`src/rtl/sdram_bt_pkg.sv`:
```
`timescale 1ns/1ps
package sdram_bt_pkg;
  typedef enum logic [2:0] {
    CMD_NOP,
    CMD_ACT,
    CMD_RD,
    CMD_WR,
    CMD_PRE,
    CMD_BST,
    CMD_OTHER
  } cmd_e;
endpackage

```
`src/rtl/sdram_cmd_decode.sv`:
```
`timescale 1ns/1ps
module sdram_cmd_decode
  import sdram_bt_pkg::*;
(
  input  logic cs_n_i,
  input  logic ras_n_i,
  input  logic cas_n_i,
  input  logic we_n_i,
  output cmd_e cmd_o
);
  always_comb begin
    if (cs_n_i) begin
      cmd_o = CMD_NOP;
    end else begin
      unique case ({ras_n_i, cas_n_i, we_n_i})
        3'b011:  cmd_o = CMD_ACT;
        3'b101:  cmd_o = CMD_RD;
        3'b100:  cmd_o = CMD_WR;
        3'b010:  cmd_o = CMD_PRE;
        3'b110:  cmd_o = CMD_BST;
        3'b111:  cmd_o = CMD_NOP;
        default: cmd_o = CMD_OTHER; // refresh, mode load: not modelled
      endcase
    end
  end
endmodule

```
`src/rtl/sdram_burst_ctl.sv`:
```
`timescale 1ns/1ps
module sdram_burst_ctl
  import sdram_bt_pkg::*;
#(
  parameter int ROW_W     = 2,
  parameter int COL_W     = 3,
  parameter int BURST_LEN = 4,
  localparam int LEFT_W   = $clog2(BURST_LEN + 1)
) (
  input  logic             clk_i,
  input  logic             rst_ni,
  input  cmd_e             cmd_i,
  input  logic [COL_W-1:0] col_i,
  input  logic [ROW_W-1:0] row_i,
  input  logic             full_page_i,
  output logic             issue_o,
  output logic             issue_wr_o,
  output logic [COL_W-1:0] issue_col_o,
  output logic             wr_start_o,
  output logic [ROW_W-1:0] row_o,
  output logic             illegal_o
);
  logic              active_q, wr_q, row_open_q, illegal_q;
  logic [COL_W-1:0]  col_q;
  logic [LEFT_W-1:0] left_q;
  logic [ROW_W-1:0]  row_q;

  logic rw_cmd, rw_ok, stop_ok, cont, bad;

  always_comb begin
    rw_cmd      = (cmd_i == CMD_RD) || (cmd_i == CMD_WR);
    rw_ok       = rw_cmd && row_open_q;
    stop_ok     = (cmd_i == CMD_BST) && full_page_i;
    cont        = active_q && !rw_cmd && !stop_ok && (cmd_i != CMD_PRE);
    bad         = ((cmd_i == CMD_BST) && !full_page_i) || (rw_cmd && !row_open_q);
    issue_o     = rw_ok || cont;
    issue_wr_o  = rw_ok ? (cmd_i == CMD_WR) : wr_q;
    issue_col_o = rw_ok ? col_i : col_q;
    wr_start_o  = rw_ok && (cmd_i == CMD_WR);
  end

  always_ff @(posedge clk_i or negedge rst_ni) begin
    if (!rst_ni) begin
      active_q  <= 1'b0;
      wr_q      <= 1'b0;
      col_q     <= '0;
      left_q    <= '0;
      illegal_q <= 1'b0;
    end else begin
      illegal_q <= bad;
      if (rw_ok) begin
        active_q <= full_page_i || (BURST_LEN > 1);
        wr_q     <= (cmd_i == CMD_WR);
        col_q    <= col_i + 1'b1;
        left_q   <= LEFT_W'(BURST_LEN - 1);
      end else if (stop_ok || (cmd_i == CMD_PRE)) begin
        active_q <= 1'b0;
      end else if (cont) begin
        col_q <= col_q + 1'b1; // wraps at page end
        if (!full_page_i) begin
          left_q <= left_q - 1'b1;
          if (left_q <= LEFT_W'(1)) active_q <= 1'b0;
        end
      end
    end
  end

  always_ff @(posedge clk_i or negedge rst_ni) begin
    if (!rst_ni) begin
      row_open_q <= 1'b0;
      row_q      <= '0;
    end else if (cmd_i == CMD_ACT) begin
      row_open_q <= 1'b1;
      row_q      <= row_i;
    end else if (cmd_i == CMD_PRE) begin
      row_open_q <= 1'b0;
    end
  end

  assign row_o     = row_q;
  assign illegal_o = illegal_q;

  assert_bst_keeps_row_R6: assert property (@(posedge clk_i) disable iff (!rst_ni)
    (cmd_i == CMD_BST && row_open_q) |=> row_open_q);
  assert_bad_bst_flag_R7: assert property (@(posedge clk_i) disable iff (!rst_ni)
    (cmd_i == CMD_BST && !full_page_i) |=> illegal_o);
  assert_bad_bst_noeffect_R7: assert property (@(posedge clk_i) disable iff (!rst_ni)
    (cmd_i == CMD_BST && !full_page_i && active_q && left_q > LEFT_W'(1)) |=> active_q);
  assert_pre_closes_R9: assert property (@(posedge clk_i) disable iff (!rst_ni)
    (cmd_i == CMD_PRE) |=> (!row_open_q && !active_q));
  assert_norow_dropped_R10: assert property (@(posedge clk_i) disable iff (!rst_ni)
    (rw_cmd && !row_open_q) |-> !issue_o);
endmodule

```
`src/rtl/sdram_read_pipe.sv`:
```
`timescale 1ns/1ps
module sdram_read_pipe #(
  parameter int DATA_W = 8,
  parameter int MAX_CL = 3
) (
  input  logic              clk_i,
  input  logic              rst_ni,
  input  logic              push_i,
  input  logic [DATA_W-1:0] data_i,
  input  logic              flush_i,
  input  logic [1:0]        cas_lat_i,
  output logic [DATA_W-1:0] dq_o,
  output logic              oe_o
);
  logic              valid_q [MAX_CL];
  logic [DATA_W-1:0] data_q  [MAX_CL];

  always_ff @(posedge clk_i or negedge rst_ni) begin
    if (!rst_ni) begin
      valid_q[0] <= 1'b0;
      data_q[0]  <= '0;
    end else begin
      valid_q[0] <= push_i;
      data_q[0]  <= data_i;
    end
  end

  for (genvar i = 1; i < MAX_CL; i++) begin : g_stage
    always_ff @(posedge clk_i or negedge rst_ni) begin
      if (!rst_ni) begin
        valid_q[i] <= 1'b0;
        data_q[i]  <= '0;
      end else begin
        valid_q[i] <= valid_q[i-1] && !flush_i; // write turns the bus around at once
        data_q[i]  <= data_q[i-1];
      end
    end
  end

  int sel;
  always_comb begin
    if (int'(cas_lat_i) >= 2 && int'(cas_lat_i) <= MAX_CL) sel = int'(cas_lat_i) - 1;
    else sel = 1;
    dq_o = data_q[sel];
    oe_o = valid_q[sel];
  end

  assert_oe_traces_push_cl2_R2: assert property (@(posedge clk_i) disable iff (!rst_ni)
    (oe_o && cas_lat_i == 2'd2 && $stable(cas_lat_i)) |-> $past(push_i, 2));
  assert_oe_traces_push_cl3_R2: assert property (@(posedge clk_i) disable iff (!rst_ni)
    (oe_o && cas_lat_i == 2'd3 && $stable(cas_lat_i) && $past(cas_lat_i) == 2'd3)
      |-> $past(push_i, 3));
endmodule

```
`src/rtl/sdram_cell_array.sv`:
```
`timescale 1ns/1ps
module sdram_cell_array #(
  parameter int ROW_W  = 2,
  parameter int COL_W  = 3,
  parameter int DATA_W = 8,
  localparam int IDX_W = ROW_W + COL_W,
  localparam int DEPTH = 1 << IDX_W
) (
  input  logic              clk_i,
  input  logic              rst_ni,
  input  logic              we_i,
  input  logic [ROW_W-1:0]  row_i,
  input  logic [COL_W-1:0]  col_i,
  input  logic [DATA_W-1:0] wdata_i,
  output logic [DATA_W-1:0] rdata_o
);
  logic [DATA_W-1:0] mem_q [DEPTH];
  logic [IDX_W-1:0]  idx;

  assign idx = {row_i, col_i};

  always_ff @(posedge clk_i) begin
    if (we_i) mem_q[idx] <= wdata_i;
  end

  assign rdata_o = mem_q[idx];

  logic              chk_vld_q;
  logic [IDX_W-1:0]  chk_idx_q;
  logic [DATA_W-1:0] chk_dat_q;
  always_ff @(posedge clk_i or negedge rst_ni) begin
    if (!rst_ni) begin
      chk_vld_q <= 1'b0;
      chk_idx_q <= '0;
      chk_dat_q <= '0;
    end else begin
      chk_vld_q <= we_i;
      chk_idx_q <= idx;
      chk_dat_q <= wdata_i;
    end
  end

  assert_write_lands_R5: assert property (@(posedge clk_i) disable iff (!rst_ni)
    chk_vld_q |-> (mem_q[chk_idx_q] == chk_dat_q));
endmodule

```
`src/rtl/sdram_burst_term.sv`:
```
`timescale 1ns/1ps
module sdram_burst_term
  import sdram_bt_pkg::*;
#(
  parameter int ROW_W     = 2,
  parameter int COL_W     = 3,
  parameter int DATA_W    = 8,
  parameter int BURST_LEN = 4,
  parameter int MAX_CL    = 3,
  localparam int ADDR_W   = (ROW_W > COL_W) ? ROW_W : COL_W
) (
  input  logic              clk_i,
  input  logic              rst_ni,
  input  logic              cs_n_i,
  input  logic              ras_n_i,
  input  logic              cas_n_i,
  input  logic              we_n_i,
  input  logic [ADDR_W-1:0] addr_i,
  input  logic [DATA_W-1:0] dq_i,
  output logic [DATA_W-1:0] dq_o,
  output logic              dq_oe_o,
  input  logic [1:0]        cas_lat_i,
  input  logic              full_page_i,
  output logic              illegal_cmd_o
);
  cmd_e              cmd;
  logic              issue, issue_wr, wr_start;
  logic [COL_W-1:0]  issue_col;
  logic [ROW_W-1:0]  row;
  logic [DATA_W-1:0] rdata;

  sdram_cmd_decode u_dec (
    .cs_n_i (cs_n_i),
    .ras_n_i(ras_n_i),
    .cas_n_i(cas_n_i),
    .we_n_i (we_n_i),
    .cmd_o  (cmd)
  );

  sdram_burst_ctl #(
    .ROW_W    (ROW_W),
    .COL_W    (COL_W),
    .BURST_LEN(BURST_LEN)
  ) u_ctl (
    .clk_i      (clk_i),
    .rst_ni     (rst_ni),
    .cmd_i      (cmd),
    .col_i      (addr_i[COL_W-1:0]),
    .row_i      (addr_i[ROW_W-1:0]),
    .full_page_i(full_page_i),
    .issue_o    (issue),
    .issue_wr_o (issue_wr),
    .issue_col_o(issue_col),
    .wr_start_o (wr_start),
    .row_o      (row),
    .illegal_o  (illegal_cmd_o)
  );

  sdram_cell_array #(
    .ROW_W (ROW_W),
    .COL_W (COL_W),
    .DATA_W(DATA_W)
  ) u_mem (
    .clk_i  (clk_i),
    .rst_ni (rst_ni),
    .we_i   (issue && issue_wr),
    .row_i  (row),
    .col_i  (issue_col),
    .wdata_i(dq_i),
    .rdata_o(rdata)
  );

  sdram_read_pipe #(
    .DATA_W(DATA_W),
    .MAX_CL(MAX_CL)
  ) u_pipe (
    .clk_i    (clk_i),
    .rst_ni   (rst_ni),
    .push_i   (issue && !issue_wr),
    .data_i   (rdata),
    .flush_i  (wr_start),
    .cas_lat_i(cas_lat_i),
    .dq_o     (dq_o),
    .oe_o     (dq_oe_o)
  );

  assert_reset_quiet_R11: assert property (@(posedge clk_i)
    !rst_ni |-> (!dq_oe_o && !illegal_cmd_o));
endmodule

```
`config.mk`:
```
export PLATFORM = sky130hd
export DESIGN_NAME = sdram_burst_term
export DESIGN_NICKNAME = d
export VERILOG_FILES = /design/src/rtl/sdram_bt_pkg.sv /design/src/rtl/sdram_cmd_decode.sv /design/src/rtl/sdram_burst_ctl.sv /design/src/rtl/sdram_read_pipe.sv /design/src/rtl/sdram_cell_array.sv /design/src/rtl/sdram_burst_term.sv
export SDC_FILE = /design/constraint.sdc
export NUM_CORES = 1
export LEC_CHECK = 0
export BUFFER_PORTS_ARGS = -buffer_cell sky130_fd_sc_hd__buf_4
export CORE_MARGIN = 10
export CORE_UTILIZATION = 55
export DETAILED_ROUTE_END_ITERATION = 8
export GPL_TIMING_DRIVEN = 0
export MAX_ROUTING_LAYER = met4
export PLACE_DENSITY = 0.74
export SETUP_SLACK_MARGIN = 0.1
export SLEW_MARGIN = 15
export SYNTH_ARGS = -nofsm -noshare
export SYNTH_HDL_FRONTEND = slang
export SYNTH_SLANG_ARGS = --single-unit
```
`constraint.sdc`:
```
create_clock -name clk_i -period 2.6 [get_ports clk_i]
set_input_delay 0.26 -clock clk_i [delete_from_list [all_inputs] [get_ports clk_i]]
set_output_delay 0.26 -clock clk_i [all_outputs]
set_load 0.02 [all_outputs]
```
======== Word-level counts from Yosys, hierarchy flattened ========
Memory sizes are Yosys's and may differ from the RTL's. A register that Yosys moved wholly into a read port is not among the register bits.
Index checks and enable logic that the tools add are counted.
storage, ports and cells
  latch bits .............................. 0
  bits in registers ....................... 31
  memory bits (writable) .................. 256
  output and inout port bits .............. 10
  bits of input ports ..................... 20
  logic and storage cells ................. 93
  memories kept ........................... 1
  bits in read-only memories .............. 0
cells by class
  $mul .................................... 0
  divide/modulo/power cells ............... 0
  shifts and indexed selects .............. 0
  reductions and logical operators ........ 30
  bitwise operators ....................... 1
  $add $sub $neg .......................... 4
  eq/ne operators ......................... 15
  muxes and demuxes ....................... 27
  magnitude comparators ................... 3
memory list
  memory       words  bits a word  read ports  clocked after memory_dff  wr ports  RTL line                RTL
  u_mem.mem_q  32     8            1           1                         1         sdram_cell_array.sv:17  logic [DATA_W-1:0] mem_q [DEPTH];
operator list
  operator                                                            count
  greater-or-equal comparator 32 x 3 -> 1 bit, second input constant  1
  two-way mux 32 bit                                                  1
  inverter 32 bit                                                     1
  two-way mux 3 bit                                                   9
  == test 3 bit, second input constant                                6
  one-hot mux 3 bit (6 select lines)                                  1
  binary-select mux 8 bit (select 2 bit)                              1
  two-way mux 8 bit                                                   2
  == test 3 x 2 -> 1 bit, second input constant                       4
  logical AND 1 bit                                                   12
  two-way mux 1 bit                                                   12
  zero test 1 bit                                                     7
  adder 3 x 1 -> 3 bit, second input constant                         2
  AND reduction 3 bit                                                 2
  nonzero test 3 bit                                                  2
  logical OR 1 bit                                                    4
  inequality test 2 x 1 -> 1 bit, second input constant               2
  nonzero test 2 bit                                                  2
  == test 3 x 1 -> 1 bit, second input constant                       1
  <= comparator 3 x 1 -> 1 bit, second input constant                 1
  inequality test 3 x 1 -> 1 bit, second input constant               1
  inequality test 3 bit, second input constant                        1
  subtractor 2 x 1 -> 3 bit, second input constant                    1
  subtractor 3 x 1 -> 3 bit, second input constant                    1
  other kinds (3)                                                     3

======== Longest topological paths before layout ========
  word-level depth ........................ 13
  mapped depth ............................ 10
  depth with buffers taken out ............ 8

======== Modules after synthesis ========
A second synthesis with hierarchy kept.
second synthesis, totals
  cell total of the unflattened synthesis .. 687
  area, all modules ....................... 11626.2 um^2
modules (own cells, without submodules)
  module            area each (um^2)  seq. area each (um^2)  instances  cells each
  sdram_cell_array  10045.9           7687.4                 1          568
  sdram_read_pipe   800.8             675.6                  1          39
  sdram_burst_ctl   728.2             300.3                  1          72
  sdram_cmd_decode  35.0              0.0                    1          6
  sdram_burst_term  16.3              0.0                    1          2

======== Worst setup path after synthesis ========
Ideal clock, no wire load.
  path kind ............................... register to register
  start point ............................. register u_ctl.row_open_q
  end point ............................... memory u_mem.mem_q[0][0] (enable)
  stages on the path, launching flop included .. 10
  period minus slack after synthesis ...... 2509 ps
  arrival ................................. 2138 ps
  slack ................................... 91 ps
  path buffers ............................ 3
  setup time .............................. 370 ps
  required time ........................... 2230 ps
  path through ............................ dfrtp_1 and4bb_4 mux2_4 clkbuf_1 buf_6 buf_2 inv_1 ha_1 nand2_1 nor2_1
between the ends
  longest elaborated chain between the ends .. 5
  elaborated cells between the ends (all ways) .. 7
  classes of those cells .................. mux: 4; reduce/logical: 3
ends and longest elaborated chain
  item                                                   RTL line                                      RTL
  start: declaration                                     sdram_burst_ctl.sv:23                         logic active_q, wr_q, row_open_q, illegal_q;
  start signal: assignment                               sdram_burst_ctl.sv:70                         row_open_q <= 1'b0;
  start signal: assignment                               sdram_burst_ctl.sv:73                         row_open_q <= 1'b1;
  start signal: assignment                               sdram_burst_ctl.sv:76                         row_open_q <= 1'b0;
  logical AND 1 bit *                                    sdram_burst_ctl.sv:32                         rw_ok = rw_cmd && row_open_q;
  two-way mux 1 bit or logical OR 1 bit (tied branches)  sdram_burst_ctl.sv:37, sdram_burst_ctl.sv:36
  logical AND 1 bit                                      sdram_burst_term.sv:66                        .we_i (issue && issue_wr),
  two-way mux 1 bit                                      sdram_cell_array.sv:23                        if (we_i) mem_q[idx] <= wdata_i;
  two-way mux 1 bit (not written as such)                sdram_cell_array.sv:23
  end: declaration                                       sdram_cell_array.sv:17
Mark *: on every way between the ends. The rest lies on a longest branch, timed or not.

======== Worst setup path after layout ========
  start point ............................. register u_ctl.row_open_q
  end point ............................... register u_pipe.data_q[19] in the netlist's numbering (read register of u_mem.mem_q)
between the ends
  longest elaborated chain between the ends .. 2
ends and longest elaborated chain
  item               RTL line               RTL
  logical AND 1 bit  sdram_burst_ctl.sv:32
  two-way mux 3 bit  sdram_burst_ctl.sv:38  issue_col_o = rw_ok ? col_i : col_q;
  end: declaration   sdram_read_pipe.sv:16  logic [DATA_W-1:0] data_q [MAX_CL];
No other way between the ends.
A chain may end at the register's enable or synchronous reset.

==> impl_summary.md <==
Drt
The iteration-0 DRC count of the detailed router is approximately 680. The average vias per placed instance is around 6.2. For this run, design rule violations remaining after detail routing come to 0. The count of nets left with antenna violations after detail routing is 0. Summed over all layers, the routed wires come to between 20 and 30 mm.

Before antenna repair, the detailed router went through 5 iterations. Dividing the detail-routed wire length by the instance count gives approximately 28 um. For this block, the via count after detailed routing is about 6600.

Critical path
The capture instance of the worst register-to-register path is u_pipe.data_q[19]$_DFF_PN0_. The largest single stage delay on the critical path is about 0.44 ns. STA classifies the critical path endpoint as a flip-flop. Walking the worst path, the cells encountered are nand4bb_1 -> buf_2 -> mux2_2 -> nand2_1 -> o22ai_1 -> nor4_1 -> nand2_1. The critical path starts at u_ctl.row_open_q$_DFFE_PN0P_.

The worst register-to-register path has a setup slack of just over 0.1 ns. The data arrival time at the worst-slack endpoint is between 2 and 3 ns. The worst setup path is of the flip-flop to flip-flop kind.

Measured in cells, the most critical reg-to-reg path has a length of 7. Among the stages of the critical path, the cell type that occurs most often is nand2_1. For the worst setup path, the data required time is 2.98 ns.

On the critical path, the stage with the largest delay is an instance of mux2_2. The startpoint of the most critical register-to-register path is u_ctl.row_open_q$_DFFE_PN0P_. The worst setup path is launched from a flip-flop. In this run the worst path has a maximum fanout of 9.

Clock tree
TritonCTS built the clock tree. The cell at the root of the clock tree is clkbuf_16. The total number of clock tree sinks is between 200 and 300.

In this run, CTS created clock tree buffers numbering 29. The later-pin clock latency in the skew report is 0.55 ns. The clock transition at the registers of the reported paths is roughly 0.060 ns. In this run the number of H-tree levels came out at 1.

The worst-case clock buffer depth is 3.

Pwr
The analysis attributes to cell leakage a power of 5.05 nW. The power density relative to cell area is roughly 1000 mW/mm^2. The total power after layout is between 10 and 15 mW. VDD sags by at most 632 uV.

Timing
The setup total negative slack is 0 ns. For the final database, setup skew stands at 0.0236 ns. The upper clock frequency limit is approximately 0.40 GHz. The transition at the pin with the smallest max-transition slack is approximately 0.59 ns.

Setup repair after global routing could not meet its margin everywhere. The final-report hold violation count is 0. The count of endpoints failing setup in the final report is 0. The max-slew headroom at the worst pin is between 60% and 70%. The portion of the clock cycle consumed by the worst path in the final layout is between 90% and 100%. The final max-slew violation count is 0. Counting I/O delays and the setup requirement, the final critical path takes about 2.5 ns.

Layout
The total number of nets in the final design is 803. Relative to the synthesized area, the layout overhead comes to 22.7%. The antenna diode instance count is 0. In the layout the commonest cells are edfxtp_1, mux2i_1, o22ai_1. The commonest non-fill, non-tap cell in the layout is edfxtp_1. The fraction of layout instances using a drive strength above 1 is about a quarter.

The layout has between 1000 and 1500 filler cells.

Worst hold path
The worst hold path terminates at u_ctl.illegal_o$_DFF_PN0_. The type of the worst min-delay path is primary input to flip-flop. Along the worst hold path, the cell count comes to 2.

The start point of the worst min-delay path is ras_n_i.

Floorplanning
The die is 164 um wide. The height of the die is around 160 um. In this run the core area contains between 50 and 60 standard-cell rows. The die outline area is 0.0271 mm^2. The starting density of the core is approximately 56%. The core footprint is about 0.020 mm^2. In this run the count of I/O pins placed on the die edge is 30.

Placement
At the end of routability-driven placement, the weighted congestion stood at about 0.98. The half-perimeter wire length after detailed placement is between 15 and 20 mm. Input and output buffers added on the ports amount to 29.

Synth
Yosys printed 0 warnings. The post-synthesis cell area is between 0.01 and 0.015 mm^2. The average instance area after synthesis is around 17 um^2. The number of nets handed over by synthesis was between 700 and 800. The proportion of netlist area held by the largest area contributor is roughly two thirds. The number of unique standard cell types used by synthesis is 34.

The cell type with the largest total area after synthesis is edfxtp_1. The number of instances in the synthesized netlist is 680. The post-synthesis sequential area ratio is 75.5%. In this run, synthesis produced a sequential element count of 295. After synthesis, the cell types taking the most area are edfxtp_1, mux2i_1, dfrtp_1, o22ai_1, nand2_1.

Status
The flow ran to the end, and the final reports show no timing, DRC or antenna violations.

GRT
The first global-routing pass estimated between 40 and 50 mm of wire. The global-route usage over all layers is a little under a quarter. After global routing the overflow that remains totals 0. Entering global routing, the biggest net connects 40 pins. The number of global-route vias before repair was 6564. The number of antenna violations at the first check in global routing came to 0.

Run
Across the run, the number of max-cap violations was 0.
==> report_power, final <==
| part | switching [mW] | internal, mW |
|---|---|---|
| Combinational | 2.33 | 1.44 |
| Clock | 1.73 | 2.61 |
| Sequential | 0.137 | 5.46 |
==> sequential cells by signal (all words and copies together), names as in the netlist <==
register,count
u_ctl.row_open_q,1
u_ctl.row_o,2
u_mem.mem_q,256
u_ctl.wr_q,1
u_ctl.active_q,1
u_pipe.valid_q,3
u_ctl.col_q,3
u_ctl.illegal_o,1
u_pipe.data_q,24
u_ctl.left_q,3
==> stage by stage <==
stage / util (%) / instance area, um^2 / hold WS (ns) / setup WS, ns / cells
after global placement: 59.1 / 12000 / 0.238 / -0.863 / 979
after CTS: 68.8 / 14000 / 0.00149 / 0.113 / 1069
after floorplan: - / 11500 / -0.0356 / 0.0913 / 680
after detailed placement: 59.1 / 12000 / 0.255 / -0.944 / 979
final: 69.1 / 14100 / 0.0195 / 0.104 / 1070
after global routing: 69.1 / 14100 / 0.00727 / 0.0710 / 1070
==> critical path: cells and delay by family (launching register included) <==
family          cells  cell delay [ns]
mux                 1             0.44
buf+inv             1             0.28
simple gates        4             0.98
compound gates      1             0.24
flops               1             0.39
==> cell usage after synthesis (all sizes together) <==
master	number
nand2b	5
a41oi	1
and4bb	1
mux2i	131
clkbuf	3
nor4	16
a31oi	1
o22ai	65
nor2	39
inv	9
o21ai	3
nor2b	3
nand4bb	1
nand3b	1
o31ai	2
and2	2
a21boi	3
buf	16
edfxtp	256
dfrtp	39
mux2	14
nand2	51
a21o	1
xnor2	2
o211ai	2
xor2	2
or2	1
a21oi	3
ha	6
and3	1
==> what timing repair did <==
| action | CTS | global route |
|---|---|---|
| endpoints found under the hold margin | 41 | 0 |
| gates resized for setup | 106 | 15 |
| pin swaps | 34 | 2 |
| hold buffers | 3 | 0 |
| setup buffers | 33 | 1 |
| gates cloned | 1 | 0 |
| setup endpoints to repair | 264 | 230 |
==> cells by family after synthesis <==
family                   Yosys count  synth area share, %
AO/OA/AOI/OAI                     81                 4.46
XOR/XNOR                           4                0.305
adder cells (fa/ha/maj)            6                0.654
buffers and inverters             28                 1.51
flip-flops                       295                 75.5
multiplexers                     145                 12.8
AND/OR/NAND/NOR                  121                 4.77
==> layout make-up <==
class	instances	area (um^2)	area share (%)
flip-flops and latches	295	8660	61.5
multi-input cells	357	3100	22.0
clock buffers	39	857	6.09
repair buffers	67	761	5.40
well taps	270	338	2.40
plain buffers	18	175	1.24
clock inverters	15	156	1.11
inverters	9	33.8	0.240
==> per-layer routing <==
metal	wire length (um)	vias up	global-route usage (%)
met2	14100	340	35.4
li1	-	2845	-
met3	2750	55	4.33
met5	0	-	-
met1	11800	3348	29.3
met4	1030	0	8.62
==> worst max path at each step <==
stage	to	slack (ns)	cells past startpoint
3_3_place_gp	u_mem.mem_q[3][5]$_DFFE_PP_	-0.86	9
6_report	u_pipe.data_q[19]$_DFF_PN0_	0.10	7
3_5_place_dp	u_mem.mem_q[31][7]$_DFFE_PP_	-0.94	9
4_1_cts	u_pipe.data_q[16]$_DFF_PN0_	0.11	7
5_1_grt	u_pipe.data_q[18]$_DFF_PN0_	0.07	7
2_1_floorplan	u_mem.mem_q[0][0]$_DFFE_PP_	0.09	9
No activity file was read; power rests on OpenSTA's default activity.
